$ cat src/rtl/pac_pkg.sv
package pac_pkg;

  typedef enum logic [1:0] {
    KIND_NONE   = 2'd0,
    KIND_FAST   = 2'd1,
    KIND_PSEUDO = 2'd2,
    KIND_MISS   = 2'd3
  } rspKind_e;

  // strobes from control to datapath
  typedef struct packed {
    logic capture;     // latch request address
    logic emitFast;    // respond from home slot
    logic emitPseudo;  // respond from partner slot
    logic doSwap;      // exchange home and partner
    logic doFill;      // write refill, relocate home line
  } ctlStrobe_t;

endpackage

$ cat src/rtl/pac_datapath.sv
module pac_datapath
  import pac_pkg::*;
#(
  parameter int ADDR_W = 16,
  parameter int IDX_W  = 4,
  parameter int DATA_W = 32
) (
  input  logic              clk,
  input  logic              rstN,
  input  ctlStrobe_t        strobe,
  input  logic [ADDR_W-1:0] reqAddr,
  input  logic [DATA_W-1:0] fillData,
  output logic              primHit,
  output logic              altHit,
  output logic [ADDR_W-1:0] heldAddr,
  output logic              rspValid,
  output logic [1:0]        rspKind,
  output logic [DATA_W-1:0] rspData
);

  localparam int TAG_W = ADDR_W - IDX_W;
  localparam int SETS  = 1 << IDX_W;
  localparam logic [IDX_W-1:0] TOP_MASK = IDX_W'(1) << (IDX_W - 1);

  logic [SETS-1:0]   vld;
  logic [SETS-1:0]   parked;   // line sits in its partner slot
  logic [TAG_W-1:0]  tagMem  [SETS];
  logic [DATA_W-1:0] dataMem [SETS];

  logic [IDX_W-1:0] reqIdx, homeIdx, altIdx;
  logic [TAG_W-1:0] reqTag, heldTag;

  assign reqIdx  = reqAddr[IDX_W-1:0];
  assign reqTag  = reqAddr[ADDR_W-1:IDX_W];
  assign homeIdx = heldAddr[IDX_W-1:0];
  assign heldTag = heldAddr[ADDR_W-1:IDX_W];
  assign altIdx  = homeIdx ^ TOP_MASK;

  assign primHit = vld[reqIdx] && !parked[reqIdx] && (tagMem[reqIdx] == reqTag);
  assign altHit  = vld[altIdx] && parked[altIdx] && (tagMem[altIdx] == heldTag);

  always_ff @(posedge clk) begin
    if (!rstN) heldAddr <= '0;
    else if (strobe.capture) heldAddr <= reqAddr;
  end

  // flags carry reset
  always_ff @(posedge clk) begin
    if (!rstN) begin
      vld    <= '0;
      parked <= '0;
    end else if (strobe.doSwap) begin
      vld[homeIdx]    <= vld[altIdx];
      vld[altIdx]     <= vld[homeIdx];
      parked[homeIdx] <= ~parked[altIdx];
      parked[altIdx]  <= ~parked[homeIdx];
    end else if (strobe.doFill) begin
      vld[homeIdx]    <= 1'b1;
      parked[homeIdx] <= 1'b0;
      vld[altIdx]     <= vld[homeIdx];
      parked[altIdx]  <= ~parked[homeIdx];
    end
  end

  // tag and data arrays need no reset
  always_ff @(posedge clk) begin
    if (strobe.doSwap) begin
      tagMem[homeIdx]  <= tagMem[altIdx];
      tagMem[altIdx]   <= tagMem[homeIdx];
      dataMem[homeIdx] <= dataMem[altIdx];
      dataMem[altIdx]  <= dataMem[homeIdx];
    end else if (strobe.doFill) begin
      tagMem[homeIdx]  <= heldTag;
      dataMem[homeIdx] <= fillData;
      tagMem[altIdx]   <= tagMem[homeIdx];
      dataMem[altIdx]  <= dataMem[homeIdx];
    end
  end

  always_ff @(posedge clk) begin
    if (!rstN) begin
      rspValid <= 1'b0;
      rspKind  <= KIND_NONE;
      rspData  <= '0;
    end else begin
      rspValid <= strobe.emitFast | strobe.emitPseudo | strobe.doFill;
      if (strobe.emitFast) begin
        rspKind <= KIND_FAST;
        rspData <= dataMem[reqIdx];
      end else if (strobe.emitPseudo) begin
        rspKind <= KIND_PSEUDO;
        rspData <= dataMem[altIdx];
      end else if (strobe.doFill) begin
        rspKind <= KIND_MISS;
        rspData <= fillData;
      end else begin
        rspKind <= KIND_NONE;
      end
    end
  end

endmodule

$ cat src/rtl/pac_control.sv
module pac_control
  import pac_pkg::*;
(
  input  logic       clk,
  input  logic       rstN,
  input  logic       reqValid,
  input  logic       primHit,
  input  logic       altHit,
  input  logic       fillValid,
  output logic       reqReady,
  output logic       fillReq,
  output ctlStrobe_t strobe
);

  typedef enum logic [1:0] {ST_IDLE, ST_PROBE, ST_SWAP, ST_FILL} ctlState_e;

  ctlState_e state, nextState;

  always_ff @(posedge clk) begin
    if (!rstN) state <= ST_IDLE;
    else       state <= nextState;
  end

  always_comb begin
    nextState = state;
    strobe    = '0;
    reqReady  = 1'b0;
    fillReq   = 1'b0;
    unique case (state)
      ST_IDLE: begin
        reqReady = 1'b1;
        if (reqValid) begin
          strobe.capture = 1'b1;
          if (primHit) strobe.emitFast = 1'b1;
          else         nextState = ST_PROBE;
        end
      end
      ST_PROBE: begin
        if (altHit) begin
          strobe.emitPseudo = 1'b1;
          nextState = ST_SWAP;
        end else begin
          nextState = ST_FILL;
        end
      end
      ST_SWAP: begin
        strobe.doSwap = 1'b1;
        nextState = ST_IDLE;
      end
      ST_FILL: begin
        fillReq = 1'b1;
        if (fillValid) begin
          strobe.doFill = 1'b1;
          nextState = ST_IDLE;
        end
      end
      default: nextState = ST_IDLE;
    endcase
  end

endmodule

$ cat src/rtl/pseudo_assoc_cache.sv
module pseudo_assoc_cache
  import pac_pkg::*;
#(
  parameter int ADDR_W = 16,
  parameter int IDX_W  = 4,
  parameter int DATA_W = 32
) (
  input  logic              clk,
  input  logic              rstN,
  input  logic              reqValid,
  input  logic [ADDR_W-1:0] reqAddr,
  output logic              reqReady,
  output logic              rspValid,
  output logic [1:0]        rspKind,
  output logic [DATA_W-1:0] rspData,
  output logic              fillReq,
  output logic [ADDR_W-1:0] fillAddr,
  input  logic              fillValid,
  input  logic [DATA_W-1:0] fillData
);

  ctlStrobe_t strobe;
  logic       primHit, altHit;

  pac_control ctl (
    .clk      (clk),
    .rstN     (rstN),
    .reqValid (reqValid),
    .primHit  (primHit),
    .altHit   (altHit),
    .fillValid(fillValid),
    .reqReady (reqReady),
    .fillReq  (fillReq),
    .strobe   (strobe)
  );

  pac_datapath #(.ADDR_W(ADDR_W), .IDX_W(IDX_W), .DATA_W(DATA_W)) dp (
    .clk     (clk),
    .rstN    (rstN),
    .strobe  (strobe),
    .reqAddr (reqAddr),
    .fillData(fillData),
    .primHit (primHit),
    .altHit  (altHit),
    .heldAddr(fillAddr),
    .rspValid(rspValid),
    .rspKind (rspKind),
    .rspData (rspData)
  );

endmodule

$ cat config.mk
export PLATFORM = sky130hd
export DESIGN_NAME = pseudo_assoc_cache
export DESIGN_NICKNAME = d
export VERILOG_FILES = /design/src/rtl/pac_pkg.sv /design/src/rtl/pac_datapath.sv /design/src/rtl/pac_control.sv /design/src/rtl/pseudo_assoc_cache.sv
export SDC_FILE = /design/constraint.sdc
export NUM_CORES = 2
export LEC_CHECK = 0
export BUFFER_PORTS_ARGS = -buffer_cell sky130_fd_sc_hd__buf_2
export CAP_MARGIN = 25
export CORE_MARGIN = 4
export CORE_UTILIZATION = 45
export DETAILED_ROUTE_END_ITERATION = 12
export PLACE_DENSITY_LB_ADDON = 0.05
export SYNTH_ARGS = -nofsm -noshare
export SYNTH_HDL_FRONTEND = slang
export SYNTH_SLANG_ARGS = --single-unit
$ cat constraint.sdc
create_clock -name clk -period 9.4 [get_ports clk]
set_input_delay 0.47 -clock clk [delete_from_list [all_inputs] [get_ports clk]]
set_output_delay 0.47 -clock clk [all_outputs]
set_load 0.05 [all_outputs]
==> results.md <==
- Die height: 341 um
- Setup slack, reg-to-reg: 4.54 ns
- Peak VDD IR: around 0.14 mV
- Worst Tran Pin Value: 1.11 ns
- Vias in the first global route: roughly 35000
- Pins Over Slew Limit: 0
- Unique cell type count in the Yosys netlist: 72
- Die area: 116000 um^2
- Htree depth: 3
- Synthesized area: 49800 um^2
- Largest family of logic cells by synthesized area: multiplexers
- Area after DPL: 51300 um^2
- Most frequent cells in the layout: edfxtp_1, a21oi_1, nor2_1
- I/O pin count: 105
- Sequential area share after synthesis: 0.460
- # hold bufs at CTS: 0
- First-pass GRT wire length: 254000 um
- IO Port Bufs: between 100 and 150
- CTS sink cnt: 793
- Starting Density: 0.456
- Die Wd: roughly 340 um
- Total CTS buffers: a little over 90
- RR Endpoint: dp.rspData[8]$_SDFFE_PN0P_
- Final ANT Viol Nets: 0
- Total number of vias: 36507
- Worst-path maximum fanout: 63
- # resized after CTS: 0
- Worst Path Class, Setup: reg2reg
- GR Layer Usage met3: 0.0525
- Leak pwr: 17.8 nW
- Post-Syn Instances: 3969
- RSZ-0062 raised after global routing: false
- Met1 GRT Util: 0.412
- Yosys warnings: 0
- Crit end category: flop
- HP Start: reqAddr[9]
- Reg2Reg Depth: 10
- FF+latch count, synth: 793
- Initial antenna violation count: 1
- Status: finished clean
- Adder-Cell Fraction of Synth Area: 0
- Reg-to-Reg Start: dp.heldAddr[3]$_SDFFE_PN0P_
- Synth Area in Simple Gates: 0.0803
- Final HPWL DP: between 90000 and 100000 um
- Syn Nets: 4021
- Clock buffer depth: 3
- Rel. slew slack: 0.257
- GRT Overall Usage: 0.299
- Total gr overflow: 0
- DRC viols: 0
- Hold WC Path Type: in2reg
- CTS tree: done
- Clock slew at reported path FFs: around 0.060 ns
- Fin nets: 3903
- Final Cell Area: 54400 um^2
- Core ar.: 109000 um^2
- GP Congestion: 0.875
- Synth Area in Compound Gates: 0.108
- Post-CTS Setup Bufs: 0
- Pre-CTS setup slack: 4.22 ns
- Final hold violations: 0
- Vias per cell: 6.75
- Final critical-path required period: 4.86 ns
- Iteration-0 DRC count of the detailed router: 4843
- WP data arrival: 5.47 ns
- Met2 track demand over resource: 0.484
- Hold depth: 3
- Area Growth Syn to Fin: 9.24%
- Clock latency on the worst-skew pair: 0.68 ns
- Share of cells above drive strength 1: 0.268
- Async S/R FF share, synth: 0
- Final worst slack: 4.54 ns
- Startpoint Class: flop
- N_diodes: 0
- Number of flops mapped to enable cells by yosys: a little over 700
- # setup viols final: 0
- Required @ worst endpoint: about 10 ns
- Avg Inst Size Synth: 12.5 um^2
- Hold Path Sink: dp.heldAddr[9]$_SDFFE_PN0P_
- Max Cap Viol: 0
- Pwr Total: between 0.009 and 0.01 W
- Rows: 121
- Commonest non-fill, non-tap cell in the layout: edfxtp_1
- Pin count of the biggest net entering global routing: 80
- DR WL/cell: between 30 and 40 um
- Proportion of synthesized area in mux cells: 0.304
- Clock root buffer: clkbuf_16
- TNS Setup: 0 ns
- WL final: 176000 um
- Period utilisation layout: 0.517
- Max Fclk: 206 MHz
- Main synth FF type: edfxtp_1
- TritonRoute pass-1 iters: 6
- Fin Clk Skew: 0.0222 ns
- Synth Area in XOR/XNOR: 0.00492
- GRT Max-Usage Layer: met2
- Power per cell area: 170 nW/um^2
critical path: stages, from the launching register on:
cell and delay, ns:
dfxtp_4 1.00, buf_4 0.61, mux4_1 0.26, nor2_1 0.04, a2111oi_0 0.74, o21ai_0 0.27, a211oi_2 0.28, nand3_1 0.13
or3_4 0.37, nand3_4 0.68, o221a_2 0.34
synthesized netlist by cell type (6+ instances only):
library cell | n | area, um^2
a211oi_1 | 6 | 45.0
a21boi_0 | 25 | 188
a21oi_1 | 688 | 3440
a221oi_1 | 7 | 61.3
a22oi_1 | 20 | 150
and2_1 | 11 | 68.8
buf_1 | 58 | 218
buf_2 | 87 | 435
buf_4 | 30 | 225
buf_6 | 13 | 146
clkbuf_1 | 242 | 908
dfxtp_1 | 89 | 1780
edfxtp_1 | 704 | 21100
inv_1 | 42 | 158
mux2_2 | 8 | 90.1
mux2i_1 | 107 | 1070
mux4_1 | 10 | 263
mux4_2 | 609 | 13700
nand2_1 | 182 | 683
nand2b_1 | 12 | 75.1
nand3_1 | 18 | 90.1
nor2_1 | 681 | 2560
nor2b_1 | 26 | 163
nor3_1 | 10 | 50.1
o21ai_0 | 138 | 691
o221a_2 | 33 | 372
or3_1 | 6 | 37.5
xnor2_1 | 9 | 78.8
xor2_1 | 19 | 166
worst max path at each step:
stage	from	to	slack (ns)	cells past startpoint
after floorplan	dp.heldAddr[2]$_SDFFE_PN0P_	dp.vld[2]$_SDFFE_PN0P_	3.10	11
after CTS	dp.heldAddr[1]$_SDFFE_PN0P_	dp.vld[6]$_SDFFE_PN0P_	4.60	9
after global placement	reqAddr[1]	dp.rspData[9]$_SDFFE_PN0P_	4.20	12
after global routing	dp.heldAddr[1]$_SDFFE_PN0P_	dp.vld[6]$_SDFFE_PN0P_	4.25	10
after detailed placement	reqAddr[1]	dp.rspData[12]$_SDFFE_PN0P_	4.22	11
final	dp.heldAddr[3]$_SDFFE_PN0P_	dp.rspData[8]$_SDFFE_PN0P_	4.54	10
per-layer routing:
layer	vias to the layer above	share of wire
li1	15281	-
met1	18568	0.39
met2	2267	0.47
met3	391	0.092
met4	0	0.039
met5	-	0
stage by stage:
step                      instances  hold slack [ns]  utilization
final                          5406            0.115        0.498
after global routing           5406           0.0871        0.498
after CTS                      5400           0.0770        0.497
after detailed placement       5226            0.502        0.469
after global placement         5213            0.501        0.469
after floorplan                3969            0.451            -
registers in the layout (all words and copies together), names as in the netlist, named ones only:
signal,count
dp.rspKind,2
dp.rspValid,1
dp.heldAddr,16
ctl.state,2
dp.tagMem,192
dp.rspData,32
dp.dataMem,512
dp.vld,16
dp.parked,16
where the power goes:
part	internal, W	total (W)	leakage (nW)	switching [W]
registers	0.00399	0.00407	7.07	0.0000767
clock network	0.00210	0.00365	1.46	0.00155
logic	0.000637	0.00153	9.24	0.000895
total	0.00673	0.00925	17.8	0.00252
layout make-up:
cell class              count  area [um^2]
multi-input cells        2703        25000
well taps                1476         1850
inverters                  42          170
clock buffers             129         2610
flip-flops and latches    793        23000
clock inverters            45          398
repair buffers            218         1480
fillers                  9428        54900
cells by family after synthesis:
| family | Yosys count |
|---|---|
| flip-flops | 793 |
| buffers and inverters | 473 |
| AO/OA/AOI/OAI | 967 |
| AND/OR/NAND/NOR | 973 |
| multiplexers | 735 |
| XOR/XNOR | 28 |
No activity file was read; power rests on OpenSTA's default activity.
